### src/rtl/fser_pkg.sv
package fser_pkg;

  // Number of fixed boundary bits appended after the data bits of a frame.
  localparam int unsigned BOUND_BITS = 2;

  // Next bit position: counts up and wraps to 0 after the last position.
  function automatic int unsigned wrap_inc(int unsigned pos, int unsigned last);
    return (pos >= last) ? 0 : pos + 1;
  endfunction

  // Level of a boundary bit: the first bit after the data is 1, the second is 0.
  function automatic logic bnd_level(int unsigned pos, int unsigned data_w);
    return (pos == data_w);
  endfunction

endpackage

### src/rtl/fser_slot_counter.sv
module fser_slot_counter #(
  parameter int unsigned FRAME_W = 26,
  localparam int unsigned CNT_W  = $clog2(FRAME_W)
) (
  input  logic             clk,
  input  logic             rst_n,
  input  logic             run_i,
  output logic [CNT_W-1:0] pos_o,
  output logic             frame_end_o
);
  localparam logic [CNT_W-1:0] LAST_POS = CNT_W'(FRAME_W - 1);

  logic [CNT_W-1:0] pos_q;

  always_ff @(posedge clk or negedge rst_n) begin
    if (!rst_n)      pos_q <= '0;
    else if (!run_i) pos_q <= '0;
    else             pos_q <= CNT_W'(fser_pkg::wrap_inc(32'(pos_q), FRAME_W - 1));
  end

  assign pos_o       = pos_q;
  assign frame_end_o = run_i && (pos_q == LAST_POS);


  pos_step_chk: assert property (@(posedge clk) disable iff (!rst_n)
    (run_i && pos_q != LAST_POS) |=> (!run_i || pos_q == $past(pos_q) + 1'b1));

endmodule

### src/rtl/fser_capture.sv
module fser_capture #(
  parameter int unsigned DATA_W = 24,
  parameter int unsigned SYNC_N = 2
) (
  input  logic              clk,
  input  logic              rst_n,
  input  logic              run_i,
  input  logic              strobe_i,
  input  logic [DATA_W-1:0] word_i,
  input  logic              take_i,
  output logic [DATA_W-1:0] hold_o,
  output logic              pend_o
);
  logic [SYNC_N:0]    sync_q;
  logic [DATA_W-1:0]  hold_q;
  logic               pend_q;
  logic               rise;

  always_ff @(posedge clk or negedge rst_n) begin
    if (!rst_n) sync_q <= '0;
    else        sync_q <= {sync_q[SYNC_N-1:0], strobe_i};
  end

  assign rise = run_i && sync_q[SYNC_N-1] && !sync_q[SYNC_N];

  always_ff @(posedge clk or negedge rst_n) begin
    if (!rst_n) begin
      hold_q <= '0;
      pend_q <= 1'b0;
    end else if (!run_i) begin
      pend_q <= 1'b0;
    end else if (rise) begin
      hold_q <= word_i;
      pend_q <= 1'b1;
    end else if (take_i) begin
      pend_q <= 1'b0;
    end
  end

  assign hold_o = hold_q;
  assign pend_o = pend_q;


  cap_pend_chk: assert property (@(posedge clk) disable iff (!rst_n)
    rise |=> (pend_q && hold_q == $past(word_i)));


  idle_ignore_chk: assert property (@(posedge clk) disable iff (!rst_n)
    !run_i |=> !pend_q);


  collide_chk: assert property (@(posedge clk) disable iff (!rst_n)
    (rise && take_i) |=> pend_q);

endmodule

### src/rtl/fser_shifter.sv
module fser_shifter #(
  parameter int unsigned DATA_W = 24,
  parameter int unsigned CNT_W  = 5
) (
  input  logic              clk,
  input  logic              rst_n,
  input  logic              run_i,
  input  logic              load_i,
  input  logic              pend_i,
  input  logic [DATA_W-1:0] hold_i,
  input  logic [CNT_W-1:0]  pos_i,
  output logic              ser_o
);
  localparam logic [CNT_W-1:0] DATA_POS = CNT_W'(DATA_W);

  logic [DATA_W-1:0] sh_q;
  logic              in_data;

  assign in_data = (pos_i < DATA_POS);

  always_ff @(posedge clk or negedge rst_n) begin
    if (!rst_n)       sh_q <= '0;
    else if (!run_i)  sh_q <= '0;
    else if (load_i)  sh_q <= pend_i ? hold_i : '0;
    else if (in_data) sh_q <= sh_q >> 1;
  end

  always_comb begin
    if (!run_i)       ser_o = 1'b0;
    else if (in_data) ser_o = sh_q[0];
    else              ser_o = fser_pkg::bnd_level(32'(pos_i), DATA_W);
  end


  empty_load_chk: assert property (@(posedge clk) disable iff (!rst_n)
    (load_i && !pend_i) |=> (sh_q == '0));

endmodule

### src/rtl/frame_serializer.sv
module frame_serializer #(
  parameter int unsigned DATA_W = 24,
  parameter int unsigned SYNC_N = 2,
  localparam int unsigned FRAME_W = DATA_W + fser_pkg::BOUND_BITS,
  localparam int unsigned CNT_W   = $clog2(FRAME_W)
) (
  input  logic              clk,
  input  logic              rst_n,
  input  logic              lock_i,
  input  logic              tx_dir_i,
  input  logic              strobe_i,
  input  logic [DATA_W-1:0] word_i,
  output logic              ser_o,
  output logic              bclk_en_o,
  output logic              wclk_o
);
  logic              active;
  logic [CNT_W-1:0]  pos;
  logic              frame_end;
  logic [DATA_W-1:0] hold;
  logic              pend;

  assign active = lock_i && tx_dir_i;

  fser_slot_counter #(.FRAME_W(FRAME_W)) u_cnt (
    .clk(clk), .rst_n(rst_n), .run_i(active),
    .pos_o(pos), .frame_end_o(frame_end)
  );

  fser_capture #(.DATA_W(DATA_W), .SYNC_N(SYNC_N)) u_cap (
    .clk(clk), .rst_n(rst_n), .run_i(active), .strobe_i(strobe_i),
    .word_i(word_i), .take_i(frame_end), .hold_o(hold), .pend_o(pend)
  );

  fser_shifter #(.DATA_W(DATA_W), .CNT_W(CNT_W)) u_shf (
    .clk(clk), .rst_n(rst_n), .run_i(active), .load_i(frame_end),
    .pend_i(pend), .hold_i(hold), .pos_i(pos), .ser_o(ser_o)
  );

  assign bclk_en_o = active;
  assign wclk_o    = tx_dir_i;


  idle_line_chk: assert property (@(posedge clk) disable iff (!rst_n)
    (!lock_i || !tx_dir_i) |-> (!ser_o && !bclk_en_o));

endmodule

### config.mk
export PLATFORM = sky130hd
export DESIGN_NAME = frame_serializer
export DESIGN_NICKNAME = d
export VERILOG_FILES = /design/src/rtl/fser_pkg.sv /design/src/rtl/fser_slot_counter.sv /design/src/rtl/fser_capture.sv /design/src/rtl/fser_shifter.sv /design/src/rtl/frame_serializer.sv
export SDC_FILE = /design/constraint.sdc
export NUM_CORES = 1
export LEC_CHECK = 0
export BUFFER_PORTS_ARGS = -buffer_cell sky130_fd_sc_hd__buf_4
export CORE_MARGIN = 2
export CORE_UTILIZATION = 60
export CTS_BUF_LIST = sky130_fd_sc_hd__clkbuf_4 sky130_fd_sc_hd__clkbuf_8
export DETAILED_ROUTE_END_ITERATION = 7
export PLACE_DENSITY_LB_ADDON = 0.2
export SLEW_MARGIN = 20
export SYNTH_ARGS = -nofsm -noshare
export SYNTH_HDL_FRONTEND = slang
export SYNTH_SLANG_ARGS = --single-unit
export TNS_END_PERCENT = 10
### constraint.sdc
create_clock -name clk -period 1.6 [get_ports clk]
set_input_delay 0.32 -clock clk [delete_from_list [all_inputs] [get_ports clk]]
set_output_delay 0.32 -clock clk [all_outputs]
set_load 0.01 [all_outputs]
==> flow_metrics.py, run 1 <==
metrics = {
    "synthesis": {
        "synth.area.mux_share": 0.129,
        "synth_most_common_cell": "dfrtp_1",
        "ys_top_cells_by_area": "dfrtp_1 (54%), mux2_4 (11%), nand4b_1 (7.9%)",
        "synth_top_family_by_area": "simple AND/OR/NAND/NOR gates",
        "syn_area_mm2": 0.00265,
        "synthAdderAreaFrac": 0.0142,
        "yosysSeqAreaShare": 0.539,
        "synth_xor_area_frac": 0.00992,
        "synth-compound-area-share": 0.107,
        "synthSimpleGateAreaFrac": 0.148,
        "synth_top_cells_by_count": "dfrtp_1 (57), nand2_1 (27), nand4b_1 (24), o21ai_0 (24), a31oi_1 (23)",
        "syn_inst": 227,
        "yosys.area.top_type": "dfrtp_1",
        "yosysWarnings": 0,
        "yosysTopAreaCellShare": 0.539,
        "avgSynthCellArea_um2": 11.7,
        "synth_flop_cell": "dfrtp_1",
        "ys_ff_latch": 57,
        "ys_async_sr_fraction": 1.00,
        "synth_nets": 259,
        "synth_edf_count": 0,
        "synth.distinct_cells": 27,
    },
    "detailed_routing": {
        "via_count": 1912,
        "wire_per_inst_um": 16.3,
        "route.detailed.drc": 0,
        "wl_um": 5280,
        "drt_iter0_markers": 189,
        "via_per_inst": 5.92,
        "ant_nets": 0,
        "dr.pass1.iters": 4,
    },
    "sta": {
        "rsz0062_at_grt": "yes",
        "slew_headroom": 0.744,
        "slew_violations": 0,
        "fin_crit_ps": 1600,
        "worst_slew_pin_slew_ps": 384,
        "hold_viol": 0,
        "finalSetupViolations": 0,
        "hold_ws_ps": 86.9,
        "timing.final.crit_share": 0.997,
        "finClkSkew_ps": 7.74,
        "fmax_ghz": 0.627,
    },
    "power": {
        "p_sw_mw": 0.772,
        "swShare": 0.231,
        "p_seq_frac": 0.501,
        "p_clk_frac": 0.384,
        "p_leak_nw": 1.47,
        "intPower_mw": 2.58,
        "p_per_area_mw_per_mm2": 1040,
        "combPwrFrac": 0.115,
        "vdd_drop_max_mv": 0.748,
    },
    "cts": {
        "cts_tree": "yes",
        "root_buffer": "clkbuf_8",
        "clockBufferDepth": 2,
        "clock-sinks": 57,
        "clk_latency_ps": 340,
        "cts-buffers-inserted": 9,
        "htree_levels": 3,
        "clkTransAtPathRegs_ps": 60,
    },
    "global_routing": {
        "antenna_found_initial": 0,
        "overflow": 0,
        "grt_pass1_wl_um": 8830,
        "grt_pass1_vias": 1894,
        "grt_max_degree": 47,
        "track_usage": 0.235,
    },
    "cells_and_area": {
        "fin_area_mm2": 0.00321,
        "layout.nets": 298,
        "areaGrowthSynthToFinish_pct": 21.1,
        "drive_above_1_share": 0.354,
        "antenna_cells": 0,
    },
    "floorplanning": {
        "rows": 24,
        "die_h_um": 70.4,
        "io_pins": 32,
        "dieArea_mm2": 0.00496,
        "start_util": 0.617,
        "fp.coreArea_mm2": 0.00429,
        "die_x_um": 70.4,
    },
    "placed_design": {
        "gp_congestion": 0.766,
        "io_buffers": 31,
        "dpl-instance-area_mm2": 0.00295,
        "dp_hpwl_um": 3390,
    },
    "run_status": {
        "status": "complete, no violations",
    },
    "critical_path": {
        "endpoint_kind": "output port",
        "crit_type": "register to output port",
        "cp_data_arrival_time_ps": 1280,
        "cp_max_fo": 2,
        "cp.required_ps": 1280,
        "cp-start-kind": "register",
    },
    "hold_path": {
        "hold_path.class": "input port to register",
    },
    "run": {
        "max_cap_viol_count": 0,
    },
}
==> logic make-up after synthesis <==
group           after synthesis
flops                        57
fa+ha+maj                     3
compound gates               50
buf+inv                      26
xor+xnor                      3
simple gates                 64
mux                          24
==> path summary, 6_finish.rpt <==
kind | from | endpoint | slack, ps | depth (start not counted)
max in group asynchronous | rst_n | u_cap.hold_o[12]$_DFFE_PN0P_ | 670 | 3
worst min register to register | u_cap.sync_q[0]$_DFF_PN0_ | u_cap.sync_q[1]$_DFF_PN0_ | 390 | 0
worst max register to register | u_cnt.pos_o[1]$_DFF_PN0_ | u_shf.sh_q[23]$_DFFE_PN0P_ | 90 | 6
worst max-delay path | u_cnt.pos_o[0]$_DFF_PN0_ | ser_o | 4 | 5
worst min-delay path | strobe_i | u_cap.sync_q[0]$_DFF_PN0_ | 90 | 1
min in group asynchronous | rst_n | u_cnt.pos_o[0]$_DFF_PN0_ | 430 | 2
==> worst max-delay path: stages, from the launching register on <==
cell	delay [ps]
dfrtp_1	400
inv_2	80
ha_4	120
nand3b_1	60
a21oi_1	140
buf_4	130
==> repair_timing <==
item,4_1_cts,5_1_grt
hold endpoints to repair,25,0
setup buffers,2,2
hold buffers,1,0
resized for setup,2,4
setup endpoints to repair,1,1
pin swaps,1,1
==> cell type report <==
type	count	area (um2)
inverters	4	16.3
fillers	303	1090
flip-flops and latches	57	1430
repair buffers	50	407
clock buffers	14	186
well taps	52	65.1
clock inverters	2	10.0
multi-input cells	144	1090
==> state kept, by name, indices dropped and copies added (netlist names) <==
name          cells
u_cap.pend_o      1
u_cnt.pos_o       5
u_cap.hold_o     24
u_cap.sync_q      3
u_shf.sh_q       24
==> metrics by stage <==
step	setup slack (ps)	setup TNS, ps	std cells	util	total power [mW]
final	4.35	0	323	0.747	3.35
after global routing	-62.6	-64.5	323	0.747	3.47
after CTS	8.29	0	321	0.740	3.37
after detailed placement	130	0	302	0.688	2.08
after global placement	183	0	302	0.688	2.05
after floorplan	184	0	227	-	1.91
==> power groups by stage <==
| stage | logic [mW] | registers [mW] | clock network (mW) |
|---|---|---|---|
| global route | 0.423 | 1.69 | 1.36 |
| global placement | 0.362 | 1.69 | 0 |
| detailed placement | 0.378 | 1.70 | 0 |
| floorplan | 0.247 | 1.66 | 0 |
| finish | 0.386 | 1.68 | 1.29 |
| CTS | 0.387 | 1.67 | 1.31 |
==> cell usage in the layout (no fill, tap or decap), drive strengths merged <==
master	instances
nand3	2
xnor2	1
nand4b	24
o21ai	24
nand3b	2
nand2b	1
nor4	1
a211oi	1
xor2	2
ha	3
a21oi	1
dlygate4sd3	1
nand2	28
dfrtp	57
and2	1
mux2	24
buf	49
nor2	5
clkbuf	14
a31oi	23
inv	3
clkinv	3
o211ai	1
==> per-layer routing <==
metal  track usage  share of wire  up-vias
li1              -              -      901
met1         0.290           0.44      942
met2         0.379           0.49       57
met3        0.0505          0.045       12
met4         0.135          0.025        0
met5             0              0        -
No activity file was read; power rests on OpenSTA's default activity.
==> inputs of run 2 (changes only) <==
- CORE_MARGIN: 2 -> 4
==> flow_metrics.py, run 2 (synthesis gave the netlist of run 1 again) <==
metrics = {
    "floorplanning": {
        "start_util": 0.639,
        "dieArea_mm2": 0.00554,
        "die_h_um": 74.4,
        "io_pins": 32,
        "rows": 23,
        "die_x_um": 74.4,
        "fp.coreArea_mm2": 0.00414,
    },
    "sta": {
        "hold_viol": 0,
        "timing.final.crit_share": 0.981,
        "fin_crit_ps": 1570,
        "worst_slew_pin_slew_ps": 366,
        "setup_ws_ps": 30.1,
        "rsz0062_at_grt": "yes",
        "finalSetupViolations": 0,
        "hold_ws_ps": 113,
        "slew_headroom": 0.754,
        "fmax_ghz": 0.637,
        "slew_violations": 0,
        "finClkSkew_ps": 8.27,
    },
    "critical_path": {
        "slowest_stage": "dfrtp_1",
        "cp_data_arrival_time_ps": 1250,
        "cp.required_ps": 1280,
        "cp-start-kind": "register",
        "slowest_delay_ps": 410,
        "crit_type": "register to output port",
        "crit_top_cell": "nand2_1",
        "crit_path_cell_trace": "nand2_1 -> nand2_1 -> a21oi_2 -> buf_4",
        "path_delay_family": "flip-flops",
        "path_buf_inv": 1,
        "endpoint_kind": "output port",
        "cp_max_fo": 4,
    },
    "detailed_routing": {
        "dr.pass1.iters": 4,
        "route.detailed.drc": 0,
        "wl_um": 5220,
        "wire_per_inst_um": 16.5,
        "via_per_inst": 5.92,
        "via_count": 1878,
        "drt_iter0_markers": 188,
        "ant_nets": 0,
    },
    "run_status": {
        "status": "complete, no violations",
    },
    "cells_and_area": {
        "layout_common_cells": "dfrtp_1 (57), buf_4 (41), nand2_1 (27)",
        "fillCellCount": 291,
        "antenna_cells": 0,
        "seqCellArea_mm2": 0.00143,
        "areaGrowthSynthToFinish_pct": 19.8,
        "drive_above_1_share": 0.337,
        "layout.nets": 294,
        "final_common_cell": "dfrtp_1",
        "multiInputGateArea_mm2": 0.00109,
    },
    "power": {
        "p_sw_mw": 0.759,
        "vdd_drop_max_mv": 0.767,
        "p_seq_frac": 0.513,
        "intPower_mw": 2.50,
        "combPwrFrac": 0.117,
        "p_clk_frac": 0.370,
        "swShare": 0.233,
        "p_leak_nw": 1.46,
        "power.total_mw": 3.26,
        "p_per_area_mw_per_mm2": 1030,
    },
    "global_routing": {
        "grt_max_degree": 47,
        "use_met2": 0.341,
        "grt.met3_usage": 0.0405,
        "grt_pass1_wl_um": 8540,
        "antenna_found_initial": 0,
        "use_met1": 0.266,
        "overflow": 0,
        "top_usage_layer": "met2",
        "track_usage": 0.203,
        "grt_pass1_vias": 1886,
    },
    "cts": {
        "cts-buffers-inserted": 9,
        "htree_levels": 3,
        "root_buffer": "clkbuf_8",
        "cts_tree": "yes",
        "clkTransAtPathRegs_ps": 60,
        "clk_latency_ps": 320,
        "clockBufferDepth": 2,
        "clock-sinks": 57,
    },
    "placed_design": {
        "dp_slack_ps": 169,
        "gp_congestion": 0.791,
        "io_buffers": 31,
        "dp_hpwl_um": 3380,
    },
    "run": {
        "max_cap_viol_count": 0,
    },
    "hold_path": {
        "hold_path.class": "input port to register",
    },
}
-- run 2: routing by layer --
| layer | up-vias | share of wire |
|---|---|---|
| met5 | - | 0 |
| met2 | 32 | 0.51 |
| met4 | 0 | 0.0065 |
| li1 | 893 | - |
| met1 | 947 | 0.45 |
| met3 | 6 | 0.032 |
-- run 2: worst paths after layout --
kind / from / slack (ps) / end / cells after the start
max in group asynchronous: rst_n / 680 / u_shf.sh_q[4]$_DFFE_PN0P_ / 3
max: u_cnt.pos_o[3]$_DFF_PN0_ / 30 / ser_o / 4
min: strobe_i / 110 / u_cap.sync_q[0]$_DFF_PN0_ / 1
max reg2reg: u_cnt.pos_o[0]$_DFF_PN0_ / 160 / u_shf.sh_q[1]$_DFFE_PN0P_ / 6
min reg2reg: u_cap.sync_q[0]$_DFF_PN0_ / 350 / u_cap.sync_q[1]$_DFF_PN0_ / 0
min in group asynchronous: rst_n / 440 / u_cap.hold_o[19]$_DFFE_PN0P_ / 2
-- run 2: area by class of cell --
type                    instances  share of cell area
clock buffers                  13              0.0525
clock inverters                 3             0.00474
inverters                       4             0.00513
multi-input cells             144               0.343
flip-flops and latches         57               0.450
well taps                      50              0.0197
repair buffers                 46               0.125
-- run 2: timing repair --
item                       in CTS  in global routing
setup endpoints to repair       1                  3
resized for setup               0                  3
pin swaps                       0                  1
hold buffers                    1                  0
setup buffers                   2                  0
hold endpoints to repair       22                  0
-- run 2: power groups by stage --
stage                     clock [mW]  combinational, mW  sequential, mW
after floorplan                    0              0.247            1.66
after global routing            1.29              0.414            1.69
after global placement             0              0.361            1.69
final                           1.21              0.381            1.67
after CTS                       1.22              0.385            1.67
after detailed placement           0              0.375            1.70
-- run 2: per-stage QoR --
stage          setup TNS [ps]  std cells  area [um2]  utilization
2_1_floorplan               0        227        2650            -
3_3_place_gp                0        298        2960        0.714
3_5_place_dp                0        298        2960        0.714
4_1_cts                     0        317        3170        0.764
5_1_grt                 -19.4        317        3170        0.765
6_report                    0        317        3170        0.765
==> inputs of run 3 (changes only) <==
--- a/config.mk
+++ b/config.mk
@@ -13,2 +13,3 @@
 export PLACE_DENSITY_LB_ADDON = 0.2
+export SKIP_LAST_GASP = 1
 export SLEW_MARGIN = 20
==> constraint.sdc (replaced) <==
create_clock -name clk -period 1.6 [get_ports clk]
set_input_delay 0.08 -clock clk [delete_from_list [all_inputs] [get_ports clk]]
set_output_delay 0.08 -clock clk [all_outputs]
set_load 0.01 [all_outputs]
==> flow_metrics.py, run 3 (synthesis gave the netlist of run 1 again) <==
metrics = {
    "power": {
        "swShare": 0.234,
        "p_per_area_mw_per_mm2": 1000,
        "p_leak_nw": 1.54,
        "p_sw_mw": 0.799,
        "vdd_drop_max_mv": 0.687,
        "power.total_mw": 3.41,
        "combPwrFrac": 0.121,
        "intPower_mw": 2.61,
        "p_seq_frac": 0.494,
        "p_clk_frac": 0.384,
    },
    "global_routing": {
        "grt_pass1_vias": 2001,
        "grt_max_degree": 58,
        "track_usage": 0.223,
        "overflow": 0,
        "antenna_found_initial": 0,
        "grt_pass1_wl_um": 9220,
    },
    "cells_and_area": {
        "drive_above_1_share": 0.297,
        "layout.nets": 317,
        "areaGrowthSynthToFinish_pct": 28.2,
        "antenna_cells": 0,
        "final_common_cell": "dfrtp_1",
        "layout_common_cells": "dfrtp_1 (57), buf_4 (40), nand2_1 (27)",
        "fillCellCount": 245,
    },
    "floorplanning": {
        "die_x_um": 74.4,
        "dieArea_mm2": 0.00554,
        "rows": 23,
        "start_util": 0.639,
        "io_pins": 32,
        "fp.coreArea_mm2": 0.00414,
        "die_h_um": 74.4,
    },
    "hold_path": {
        "hold_path.class": "input port to register",
    },
    "detailed_routing": {
        "wire_per_inst_um": 16.4,
        "route.detailed.drc": 0,
        "via_per_inst": 5.77,
        "ant_nets": 0,
        "drt_iter0_markers": 192,
        "via_count": 1962,
        "dr.pass1.iters": 4,
        "wl_um": 5580,
    },
    "cts": {
        "clockBufferDepth": 2,
        "htree_levels": 3,
        "clkTransAtPathRegs_ps": 60,
        "clk_latency_ps": 330,
        "clock-sinks": 57,
        "root_buffer": "clkbuf_8",
        "cts_tree": "yes",
        "cts-buffers-inserted": 9,
    },
    "sta": {
        "rsz0062_at_grt": "no",
        "fin_crit_ps": 1460,
        "finClkSkew_ps": 6.25,
        "timing.final.crit_share": 0.912,
        "slew_headroom": 0.529,
        "finalSetupViolations": 0,
        "fmax_ghz": 0.685,
        "hold_viol": 0,
        "worst_slew_pin_slew_ps": 706,
        "slew_violations": 0,
        "fin_tns_setup_ps": 0,
    },
    "placed_design": {
        "dp_hpwl_um": 3260,
        "gp_congestion": 0.782,
        "io_buffers": 31,
    },
    "critical_path": {
        "cp.required_ps": 1520,
        "cp_data_arrival_time_ps": 1380,
        "cp_max_fo": 3,
        "cp-start-kind": "register",
        "endpoint_kind": "output port",
        "crit_type": "register to output port",
    },
    "run_status": {
        "status": "complete, no violations",
    },
    "run": {
        "max_cap_viol_count": 0,
    },
}
## run 3: metrics by stage
step	setup WS, ps	std cells	utilization	instance area, um2	hold slack [ps]
finish	141	340	0.819	3390	47.3
global route	47.7	340	0.819	3390	56.1
CTS	21.5	337	0.814	3370	34.9
detailed placement	185	295	0.703	2910	166
global placement	250	295	0.703	2910	173
floorplan	184	227	-	2650	-216
## run 3: area by class of cell
class                   count  area [um2]  area share
flip-flops and latches     57        1430       0.420
multi-input cells         144        1080       0.319
repair buffers             69         612       0.180
clock buffers              10         138      0.0405
well taps                  50        62.6      0.0184
clock inverters             6        57.6      0.0170
inverters                   4        16.3     0.00479
## run 3: power groups by stage
stage	Combinational, mW	Clock [mW]	Sequential, mW
finish	0.414	1.31	1.68
global route	0.447	1.39	1.70
global placement	0.349	0	1.70
CTS	0.417	1.33	1.68
floorplan	0.247	0	1.66
detailed placement	0.364	0	1.70
## run 3: path summary, 6_finish.rpt
kind                                                start                           end  slack [ps]  cells past startpoint
worst min register to register  u_cap.sync_q[0]$_DFF_PN0_     u_cap.sync_q[1]$_DFF_PN0_         350                      0
worst max-delay path             u_cnt.pos_o[4]$_DFF_PN0_                         ser_o         140                      5
worst min-delay path                             tx_dir_i    u_shf.sh_q[23]$_DFFE_PN0P_          50                      3
min in group asynchronous                           rst_n  u_cap.hold_o[16]$_DFFE_PN0P_         340                      2
max in group asynchronous                           rst_n   u_cap.hold_o[1]$_DFFE_PN0P_         790                      2
worst max register to register   u_cnt.pos_o[1]$_DFF_PN0_      u_cap.pend_o$_DFFE_PN0P_         170                      6
## run 3: worst max-delay path, stage by stage, from the launching register on
cell and delay, ps:
dfrtp_1 370, and2_1 180, buf_6 120, nand3b_1 70, a21oi_1 170, buf_4 150
## run 3: repair_timing
item                                    4_1_cts  5_1_grt
endpoints found under the setup margin        1        1
gates resized for setup                       1        0
hold buffers                                 26        0
buffers inserted                              0        3
hold endpoints to repair                     82        0
## run 3: per-layer routing
metal,part of all wire,global-route usage,vias up
li1,-,-,934
met1,0.45,0.278,958
met2,0.48,0.361,55
met3,0.042,0.0514,15
met4,0.024,0.119,0
met5,0,0,-
